**config.mk**
```make
export PLATFORM = sky130hd
export DESIGN_NAME = ds2fa_monitor
export DESIGN_NICKNAME = d
export VERILOG_FILES = /design/src/rtl/ds2fa_pkg.sv /design/src/rtl/ds2fa_bitpos.sv /design/src/rtl/ds2fa_hunt.sv /design/src/rtl/ds2fa_errwin.sv /design/src/rtl/ds2fa_monitor.sv
export SDC_FILE = /design/constraint.sdc
export NUM_CORES = 1
export LEC_CHECK = 0
export BUFFER_PORTS_ARGS = -buffer_cell sky130_fd_sc_hd__buf_2
export CORE_ASPECT_RATIO = 2
export CORE_MARGIN = 1.5
export CORE_UTILIZATION = 45
export DETAILED_ROUTE_END_ITERATION = 7
export GPL_TIMING_DRIVEN = 1
export HOLD_SLACK_MARGIN = 0.12
export PLACE_DENSITY = 0.66
export SYNTH_ARGS = -nofsm -noshare
export SYNTH_HDL_FRONTEND = slang
export SYNTH_SLANG_ARGS = --single-unit
```
**constraint.sdc**
```tcl
create_clock -name clk -period 4.7 [get_ports clk]
set_input_delay 0.47 -clock clk [delete_from_list [all_inputs] [get_ports clk]]
set_output_delay 0.47 -clock clk [all_outputs]
set_load 0.01 [all_outputs]
```
**src/rtl/ds2fa_pkg.sv**
```systemverilog
package ds2fa_pkg;
    typedef enum logic [1:0] {
        ST_HUNT    = 2'd0,
        ST_CONFIRM = 2'd1,
        ST_LOCKED  = 2'd2
    } fa_state_e;
endpackage

```
**src/rtl/ds2fa_bitpos.sv**
```systemverilog
// Position within the frame, counted in valid bits, with a backward slip
// of one candidate window on request.
module ds2fa_bitpos #(
    parameter int SPACING = 147,
    parameter int NCAND   = 12,
    parameter int PW      = $clog2(SPACING)
) (
    input  logic          clk,
    input  logic          rst_n,
    input  logic          adv,
    input  logic          slip,
    output logic [PW-1:0] pos
);
    localparam logic [PW-1:0] LAST  = PW'(SPACING - 1);
    localparam logic [PW-1:0] WIN   = PW'(NCAND);
    localparam logic [PW-1:0] WRAPB = PW'(SPACING - NCAND);

    logic [PW-1:0] step;
    logic [PW-1:0] nxt;

    always_comb begin
        step = (pos == LAST) ? '0 : pos + PW'(1);
        if (slip) begin
            nxt = (step >= WIN) ? step - WIN : step + WRAPB;
        end else begin
            nxt = step;
        end
    end

    always_ff @(posedge clk or negedge rst_n) begin
        if (!rst_n) begin
            pos <= '0;
        end else if (adv) begin
            pos <= nxt;
        end
    end
endmodule

```
**src/rtl/ds2fa_hunt.sv**
```systemverilog
// Parallel candidate search: each slot checks alternation frame to frame.
module ds2fa_hunt #(
    parameter int NCAND    = 12,
    parameter int NEED_ALT = 3,
    parameter int PW       = 8
) (
    input  logic          clk,
    input  logic          rst_n,
    input  logic          en,
    input  logic          adv,
    input  logic          bit_in,
    input  logic [PW-1:0] pos,
    output logic          hit,
    output logic          slip
);
    localparam int CW = $clog2(NEED_ALT + 1);

    logic [NCAND-1:0] kill_v;
    logic [NCAND-1:0] hit_v;
    logic [NCAND-1:0] alive_v;

    for (genvar k = 0; k < NCAND; k++) begin : g_cand
        logic          alive_q;
        logic          seen_q;
        logic          ref_q;
        logic [CW-1:0] cnt_q;
        logic          visit;

        assign visit    = en && adv && alive_q && (pos == PW'(k));
        assign kill_v[k] = visit && seen_q && (bit_in == ref_q);
        assign hit_v[k]  = visit && seen_q && (bit_in != ref_q)
                           && (cnt_q == CW'(NEED_ALT - 1));
        assign alive_v[k] = alive_q;

        always_ff @(posedge clk or negedge rst_n) begin
            if (!rst_n) begin
                alive_q <= 1'b1;
                seen_q  <= 1'b0;
                ref_q   <= 1'b0;
                cnt_q   <= '0;
            end else if (!en || slip) begin
                alive_q <= 1'b1;
                seen_q  <= 1'b0;
                ref_q   <= 1'b0;
                cnt_q   <= '0;
            end else if (visit) begin
                if (!seen_q) begin
                    seen_q <= 1'b1;
                    ref_q  <= bit_in;
                end else if (bit_in != ref_q) begin
                    ref_q <= bit_in;
                    cnt_q <= cnt_q + CW'(1);
                end else begin
                    alive_q <= 1'b0;
                end
            end
        end
    end

    assign hit  = |hit_v;
    assign slip = (|kill_v) && ((alive_v & ~kill_v) == '0);
endmodule

```
**src/rtl/ds2fa_errwin.sv**
```systemverilog
// Sliding history of framing-bit errors with a trip threshold.
module ds2fa_errwin #(
    parameter int WIN   = 4,
    parameter int LIMIT = 2
) (
    input  logic clk,
    input  logic rst_n,
    input  logic clr,
    input  logic push,
    input  logic err,
    output logic trip
);
    logic [WIN-1:0] hist_q;
    logic [WIN-1:0] hist_d;

    assign hist_d = {hist_q[WIN-2:0], err};
    assign trip   = push && ($countones(hist_d) >= LIMIT);

    always_ff @(posedge clk or negedge rst_n) begin
        if (!rst_n) begin
            hist_q <= '0;
        end else if (clr) begin
            hist_q <= '0;
        end else if (push) begin
            hist_q <= hist_d;
        end
    end
endmodule

```
**src/rtl/ds2fa_monitor.sv**
```systemverilog
module ds2fa_monitor #(
    parameter int SPACING   = 147,
    parameter int NCAND     = 12,
    parameter int NEED_ALT  = 3,
    parameter int ERR_WIN   = 4,
    parameter int ERR_LIMIT = 2
) (
    input  logic       clk,
    input  logic       rst_n,
    input  logic       bit_vld,
    input  logic       bit_in,
    input  logic [1:0] ais_mode,
    output logic       oof,
    output logic       in_frame,
    output logic       frame_strobe,
    output logic       ais_req
);
    import ds2fa_pkg::*;

    localparam int PW = $clog2(SPACING);

    fa_state_e     state_q, state_d;
    logic [PW-1:0] pos;
    logic [PW-1:0] sel_q;
    logic          exp_q;
    logic          hit;
    logic          slip;
    logic          trip;
    logic          fbit;

    assign fbit = bit_vld && (pos == sel_q);

    ds2fa_bitpos #(.SPACING(SPACING), .NCAND(NCAND), .PW(PW)) u_pos (
        .clk  (clk),
        .rst_n(rst_n),
        .adv  (bit_vld),
        .slip (slip),
        .pos  (pos)
    );

    ds2fa_hunt #(.NCAND(NCAND), .NEED_ALT(NEED_ALT), .PW(PW)) u_hunt (
        .clk   (clk),
        .rst_n (rst_n),
        .en    (state_q == ST_HUNT),
        .adv   (bit_vld),
        .bit_in(bit_in),
        .pos   (pos),
        .hit   (hit),
        .slip  (slip)
    );

    ds2fa_errwin #(.WIN(ERR_WIN), .LIMIT(ERR_LIMIT)) u_err (
        .clk  (clk),
        .rst_n(rst_n),
        .clr  (state_q != ST_LOCKED),
        .push (state_q == ST_LOCKED && fbit),
        .err  (bit_in != exp_q),
        .trip (trip)
    );

    // next state
    always_comb begin
        state_d = state_q;
        unique case (state_q)
            ST_HUNT:    if (hit) state_d = ST_CONFIRM;
            ST_CONFIRM: if (fbit) state_d = (bit_in == exp_q) ? ST_LOCKED : ST_HUNT;
            ST_LOCKED:  if (trip) state_d = ST_HUNT;
            default:    state_d = ST_HUNT;
        endcase
    end

    // state register and frame-position registers
    always_ff @(posedge clk or negedge rst_n) begin
        if (!rst_n) begin
            state_q <= ST_HUNT;
            sel_q   <= '0;
            exp_q   <= 1'b0;
        end else begin
            state_q <= state_d;
            if (state_q == ST_HUNT && hit) begin
                sel_q <= pos;
                exp_q <= ~bit_in;
            end else if (state_q != ST_HUNT && fbit) begin
                exp_q <= ~exp_q;
            end
        end
    end

    // outputs
    always_comb begin
        oof          = (state_q != ST_LOCKED);
        in_frame     = (state_q == ST_LOCKED);
        frame_strobe = (state_q == ST_LOCKED) && fbit;
        ais_req      = (state_q != ST_LOCKED) && !ais_mode[1];
    end
endmodule

```
After elaboration in Yosys (flattened, before gate mapping)
Index checks and enable logic that the tools add are counted.
{"block": "word_totals", "ff_bits": 82, "output_inout_bits": 4, "elab_cells": 502}
{"block": "op_classes", "addsub": 18, "n_lt_le_gt_ge": 2, "eq_ne": 81, "mux": 180, "n_bitwise": 4, "reduce_logical": 164}
{"op": "$mux 1", "n": 122}
{"op": "$mux 2", "n": 52}
{"op": "$logic_and 1x1->1", "n": 80}
{"op": "$reduce_bool 2->1", "n": 39}
{"op": "$reduce_and 3->1", "n": 25}
{"op": "$ne 3x3->1 const B", "n": 12}
{"op": "$add 32x32->32", "n": 1}
{"op": "$eq 8x3->1 const B", "n": 4}
{"op": "$eq 8x4->1 const B", "n": 4}
{"op": "$ge 32x3->1 const B", "n": 1}
{"op": "$eq 2x2->1 const B", "n": 13}
{"op": "$add 2x1->2 const B", "n": 12}
{"op": "$mux 8", "n": 3}
{"op": "$reduce_and 2->1", "n": 12}
{"op": "$reduce_or 12->1", "n": 2}
{"op": "$ne 2x1->1 const B", "n": 9}
{"op": "$eq 8x2->1 const B", "n": 2}
{"op": "$ne 2x2->1 const B", "n": 7}
{"op": "$eq 1x1->1", "n": 13}
{"op": "$ne 1x1->1", "n": 13}
{"op": "$and 12x12->12", "n": 1}
{"op": "$logic_not 12->1", "n": 1}
{"op": "$not 12->12", "n": 1}
{"op": "$add 8x1->8 const B", "n": 1}
{"op": "15 further kinds", "n": 19}

Depth between registers and ports, before layout
{"block": "depth", "ltp_word": 13, "ltp_mapped": 12, "mapped_depth_nobuf": 11}

By module
Synthesis repeated with hierarchy kept, for this count alone.
{"block": "unflattened", "cells_unflattened": 540, "hier_area_um2": 5106.1}
{"module": "ds2fa_hunt", "instances": 1, "cells_each": 368, "area_per_inst_um2": 3463.3, "seq_area_each_um2": 1516.5}
{"module": "ds2fa_bitpos", "instances": 1, "cells_each": 110, "area_per_inst_um2": 927.1, "seq_area_each_um2": 200.2}
{"module": "ds2fa_monitor", "instances": 1, "cells_each": 50, "area_per_inst_um2": 568.0, "seq_area_each_um2": 275.3}
{"module": "ds2fa_errwin", "instances": 1, "cells_each": 12, "area_per_inst_um2": 147.6, "seq_area_each_um2": 75.1}

Worst setup path after synthesis
Ideal clock, no wire load.
{"block": "synth_timing", "path_kind": "flip-flop to flip-flop", "startpoint": "reg u_pos.pos[0]", "endpoint": "reg u_hunt.g_cand[7].alive_q", "setup_time_ns": 0.089, "t_arrival_ns": 2.515, "setup_slack_ns": 2.096, "stages_incl_launch_ff": 11, "period_less_slack_ns": 2.604, "cell_sequence": "dfrtp_1 inv_1 ha_1 and3_1 a22oi_1 a31oi_1 a2111o_1 nor4b_4 nor3_1 buf_2 nand2_1"}
{"block": "synth_via", "elab_chain_cells": 11}
{"item": "start, declared", "line_no": "ds2fa_bitpos.sv:12", "rtl": "output logic [PW-1:0] pos"}
{"item": "start signal, assigned", "line_no": "ds2fa_bitpos.sv:34", "rtl": "pos <= nxt;"}
{"item": "$eq 8x1->1 (tied with other cells)", "line_no": "ds2fa_hunt.sv:29", "rtl": "assign visit = en && adv && alive_q && (pos == PW'(k));"}
{"item": "$logic_and 1x1->1", "line_no": "ds2fa_hunt.sv:29"}
{"item": "$logic_and 1x1->1 (2 in series)", "line_no": "ds2fa_hunt.sv:30", "rtl": "assign kill_v[k] = visit && seen_q && (bit_in == ref_q);"}
{"item": "$not 12->12", "line_no": "ds2fa_hunt.sv:61", "rtl": "assign slip = (|kill_v) && ((alive_v & ~kill_v) == '0);"}
{"item": "$and 12x12->12", "line_no": "ds2fa_hunt.sv:61"}
{"item": "$logic_not 12->1", "line_no": "ds2fa_hunt.sv:61"}
{"item": "$logic_and 1x1->1", "line_no": "ds2fa_hunt.sv:61"}
{"item": "$logic_or 1x1->1", "line_no": "ds2fa_hunt.sv:41", "rtl": "end else if (!en || slip) begin"}
{"item": "$ne 2x1->1 (no line) or $reduce_bool 2->1 (tied branches)"}
{"item": "$reduce_and 3->1 (no line)"}
{"item": "end signal, assigned", "line_no": "ds2fa_hunt.sv:37", "rtl": "alive_q <= 1'b1;"}
{"item": "end signal, assigned", "line_no": "ds2fa_hunt.sv:42", "rtl": "alive_q <= 1'b1;"}
{"item": "end signal, assigned", "line_no": "ds2fa_hunt.sv:54", "rtl": "alive_q <= 1'b0;"}
{"item": "end, declared", "line_no": "ds2fa_hunt.sv:23", "rtl": "logic alive_q;"}
Parallel ways exist; a longest one is shown, timed or not.
A chain may end at the register's enable or synchronous reset.

Final worst setup path
{"block": "layout_timing", "startpoint": "reg u_pos.pos[5]", "endpoint": "reg u_hunt.g_cand[3].ref_q"}
{"block": "layout_via", "elab_chain_cells": 11}
{"item": "$eq 8x1->1 (tied with other cells)", "line_no": "ds2fa_hunt.sv:29"}
{"item": "$logic_and 1x1->1", "line_no": "ds2fa_hunt.sv:29"}
{"item": "$logic_and 1x1->1 (2 in series)", "line_no": "ds2fa_hunt.sv:30"}
{"item": "$not 12->12", "line_no": "ds2fa_hunt.sv:61"}
{"item": "$and 12x12->12", "line_no": "ds2fa_hunt.sv:61"}
{"item": "$logic_not 12->1", "line_no": "ds2fa_hunt.sv:61"}
{"item": "$logic_and 1x1->1", "line_no": "ds2fa_hunt.sv:61"}
{"item": "$logic_or 1x1->1", "line_no": "ds2fa_hunt.sv:41"}
{"item": "$ne 3x3->1 (no line) or $reduce_bool 2->1 (tied branches)"}
{"item": "$reduce_and 2->1 (no line)"}
{"item": "end signal, assigned", "line_no": "ds2fa_hunt.sv:49", "rtl": "ref_q <= bit_in;"}
{"item": "end signal, assigned", "line_no": "ds2fa_hunt.sv:51", "rtl": "ref_q <= bit_in;"}
{"item": "end, declared", "line_no": "ds2fa_hunt.sv:25", "rtl": "logic ref_q;"}
Parallel ways exist; a longest one is shown, timed or not.

==> metrics.md <==
| Metric | Value |
|---|---|
| Hold Path Class | `in2async` |
| Post-CTS Setup Bufs | `0` |
| Outcome | `finished, final reports clean` |
| Cells after Synth | `522` |
| Share of layout cells above drive strength 1 | `between 10% and 20%` |
| Vias post-DR | `between 3000 and 4000` |
| Flop pwr share | `between 40% and 50%` |
| # DRC | `0` |
| Post-synth EDFFs | `0` |
| Synth unique cells | `58` |
| Psw | `between 1000 and 1500 uW` |
| Slew @ Worst Pin | `roughly 1000 ps` |
| Hold Fails Final Rpt | `0` |
| Worst EP arrival | `roughly 3900 ps` |
| Largest cells by area after synthesis | `dfrtp_1 (37%), dfstp_2 (6.6%), xnor2_1 (6.2%)` |
| TritonCTS buffer count | `9` |
| Top post-synthesis cells by count | `dfrtp_1 (70), nor2_1 (64), nand2_1 (49), inv_1 (36), xnor2_1 (34)` |
| WS Path Type | `reg2reg` |
| CTS tree | `built` |
| Skew-Pair Late Insertion Delay | `~340 ps` |
| N_diodes | `0` |
| Post-DR vias/cell | `between 5 and 6` |
| TritonCTS sink count | `between 80 and 90` |
| Antenna violations before repair | `0` |
| Net Sw Frac | `about two fifths` |
| DR pass1 iterations | `4` |
| Initial DRC count | `roughly 200` |
| Synthesized net count | `between 500 and 600` |
| Crit-path max FO | `44` |
| Worst Skew | `8.34 ps` |
| Peak Freq | `274 MHz` |
| Routed length per placed instance | `about 16 um` |
| RSZ-0062 raised after global routing | `no` |
| GRT Total Usage | `roughly a fifth` |
| Tcrit/Tclk final | `77.5%` |
| Post-synthesis async set-or-reset flop share | `100%` |
| CP required | `approximately 5000 ps` |
| P_leak | `0.00232 uW` |
| R2R cell count | `8` |
| Post-CTS Hold Fix Bufs | `0` |
| Most frequent cell after synthesis | `dfrtp_1` |
| Clk pwr share | `between 20% and 30%` |
| Cell-internal power | `roughly 1600 uW` |
| Final ANT Viol Nets | `0` |
| Port Buffer Count | `8` |
| Post-CTS Resized | `0` |
| Syn_area_per_cell | `roughly 9.2 um^2` |
| Largest net degree at the start of global routing | `between 80 and 90` |
| CTS Root Cell | `clkbuf_16` |
| Slack of the critical path | `between 1000 and 1500 ps` |
| PwrDens | `505 mW/mm^2` |
| Post-Syn Area | `0.00479 mm^2` |
| Final worst path period need | `roughly 3600 ps` |
| Layout area overhead | `8.36%` |
| Max-slew headroom | `a little under a third` |
| Setup_tns | `0 ps` |
| Initial Util | `between 40 and 50%` |
| Final Max Tran Viols | `0` |
| Post-synth top area cell | `dfrtp_1` |
| Post-synth top flop | `dfrtp_1` |
| Chip width | `between 70 and 80 um` |
| VDD IR max | `0.000214 V` |
| Worst R2R End | `u_hunt.g_cand[3].ref_q` |
| Combinational share of power | `between 30% and 40%` |
| Total wire length | `10500 um` |
| Placer Congestion | `0.856` |
| Post-synthesis register bit count | `just over 80` |
| R2r setup slk | `roughly 1100 ps` |
| Ys Warns | `0` |
| Clk slew on worst S/H paths | `70 ps` |
| CP Capture Type | `flip-flop` |
| Final HPWL DP | `between 7000 and 8000 um` |
| Sequential area share after synthesis | `around 43%` |
| R2R Path Start | `u_pos.pos[5]` |
| Max clock buf depth | `2` |
| Top Ports | `10` |
| Setup WS pre-CTS | `just under 1000 ps` |
| Startpoint types | `flip-flop` |
| Rows | `53` |
| Fin nets | `about 550` |
| H-tree levels | `3` |
| Core footprint | `roughly 0.010 mm^2` |
| Vert. Die Dim | `~150 um` |
| Hold_ws | `296 ps` |
| First-pass GRT wire length | `between 15000 and 20000 um` |
| Synth top area share | `between 30% and 40%` |
| Vias in the first global route | `between 3000 and 4000` |
| Die area | `between 0.01 and 0.015 mm^2` |
| Setup-failing EPs final | `0` |
| GRT overflow | `0` |
| Total of max-cap violations | `0` |
-- worst max-delay path: stages, from the launching register on --
cell and delay [ps]:
dfrtp_1 540, nor4_4 580, nand3_2 400, o21ai_0 400, nand4_1 280, nor4b_4 600
nand2b_1 170, buf_4 400, nor2_1 110
-- power by group through the flow --
| stage | sequential [uW] | combinational [uW] | clock, uW |
|---|---|---|---|
| after floorplan | 969 | 741 | 0 |
| after global placement | 1050 | 842 | 0 |
| after detailed placement | 1060 | 867 | 0 |
| after CTS | 1040 | 878 | 708 |
| after global routing | 1080 | 992 | 740 |
| final | 1050 | 878 | 696 |
-- logic make-up (layout without fill, tap and decap cells) --
kind of cell | Yosys count | after routing | synth area share, %
simple gates | 212 | 212 | 22.5
fa+ha+maj | 22 | 22 | 5.91
mux | 17 | 17 | 3.66
flops | 82 | 82 | 43.2
xor+xnor | 45 | 45 | 8.23
compound gates | 83 | 83 | 10.8
buf+inv | 61 | 64 | 5.70
-- routing by layer --
| layer | wire length, um | track usage [%] |
|---|---|---|
| met2 | 5870 | 37.9 |
| met1 | 3980 | 20.5 |
| met3 | 245 | 2.39 |
| met5 | 0 | 0 |
| met4 | 403 | 11.7 |
-- registers in the layout, summed over array words and instances (netlist names) --
| name | cells |
|---|---|
| u_hunt.g_cand.ref_q | 12 |
| u_hunt.g_cand.cnt_q | 24 |
| sel_q | 8 |
| u_hunt.g_cand.seen_q | 12 |
| state_q | 2 |
| u_err.hist_q | 3 |
| u_hunt.g_cand.alive_q | 12 |
| u_pos.pos | 8 |
| exp_q | 1 |
-- layout make-up --
| class | count | area [um^2] |
|---|---|---|
| multi-input cells | 379 | 2450 |
| repair buffers | 12 | 72.6 |
| clock inverters | 7 | 68.8 |
| inverters | 36 | 135 |
| fillers | 999 | 5220 |
| well taps | 137 | 171 |
| clock buffers | 9 | 225 |
| flip-flops and latches | 82 | 2070 |
-- per-stage QoR --
step | util [%] | power, uW | cell area [um^2] | instances
floorplan | - | 1710 | 4790 | 522
global placement | 47.0 | 1890 | 4890 | 646
detailed placement | 47.0 | 1920 | 4890 | 646
CTS | 49.8 | 2630 | 5190 | 662
global route | 49.8 | 2810 | 5190 | 662
finish | 49.8 | 2620 | 5190 | 662
-- worst max-delay path by stage --
stage            startpoint                         to  slack (ps)  cells past startpoint
3_5_place_dp        bit_vld     u_hunt.g_cand[3].ref_q         980                      9
6_report       u_pos.pos[5]     u_hunt.g_cand[3].ref_q        1060                      8
4_1_cts        u_pos.pos[5]     u_hunt.g_cand[3].ref_q        1060                      8
2_1_floorplan  u_pos.pos[0]   u_hunt.g_cand[7].alive_q        2100                     10
3_3_place_gp        bit_vld  u_hunt.g_cand[3].cnt_q[0]        1030                      9
5_1_grt        u_pos.pos[5]  u_hunt.g_cand[3].cnt_q[1]         700                      8
-- cell usage in the layout (no fill, tap or decap), types with 6 or more instances in the layout --
cell type   n
xnor2_1    34
nand2b_1    6
inv_1      36
dfstp_2    12
nor3_1      8
xor2_1     11
buf_2       7
nor2_1     64
dfrtp_1    70
mux2i_1    13
nand4_1    13
nand3_1    30
o21ai_0    25
clkbuf_16   9
nand2_1    49
a21oi_1    25
ha_1       21
and3_1      9
Note: power is estimated with default switching activity, not from simulation.
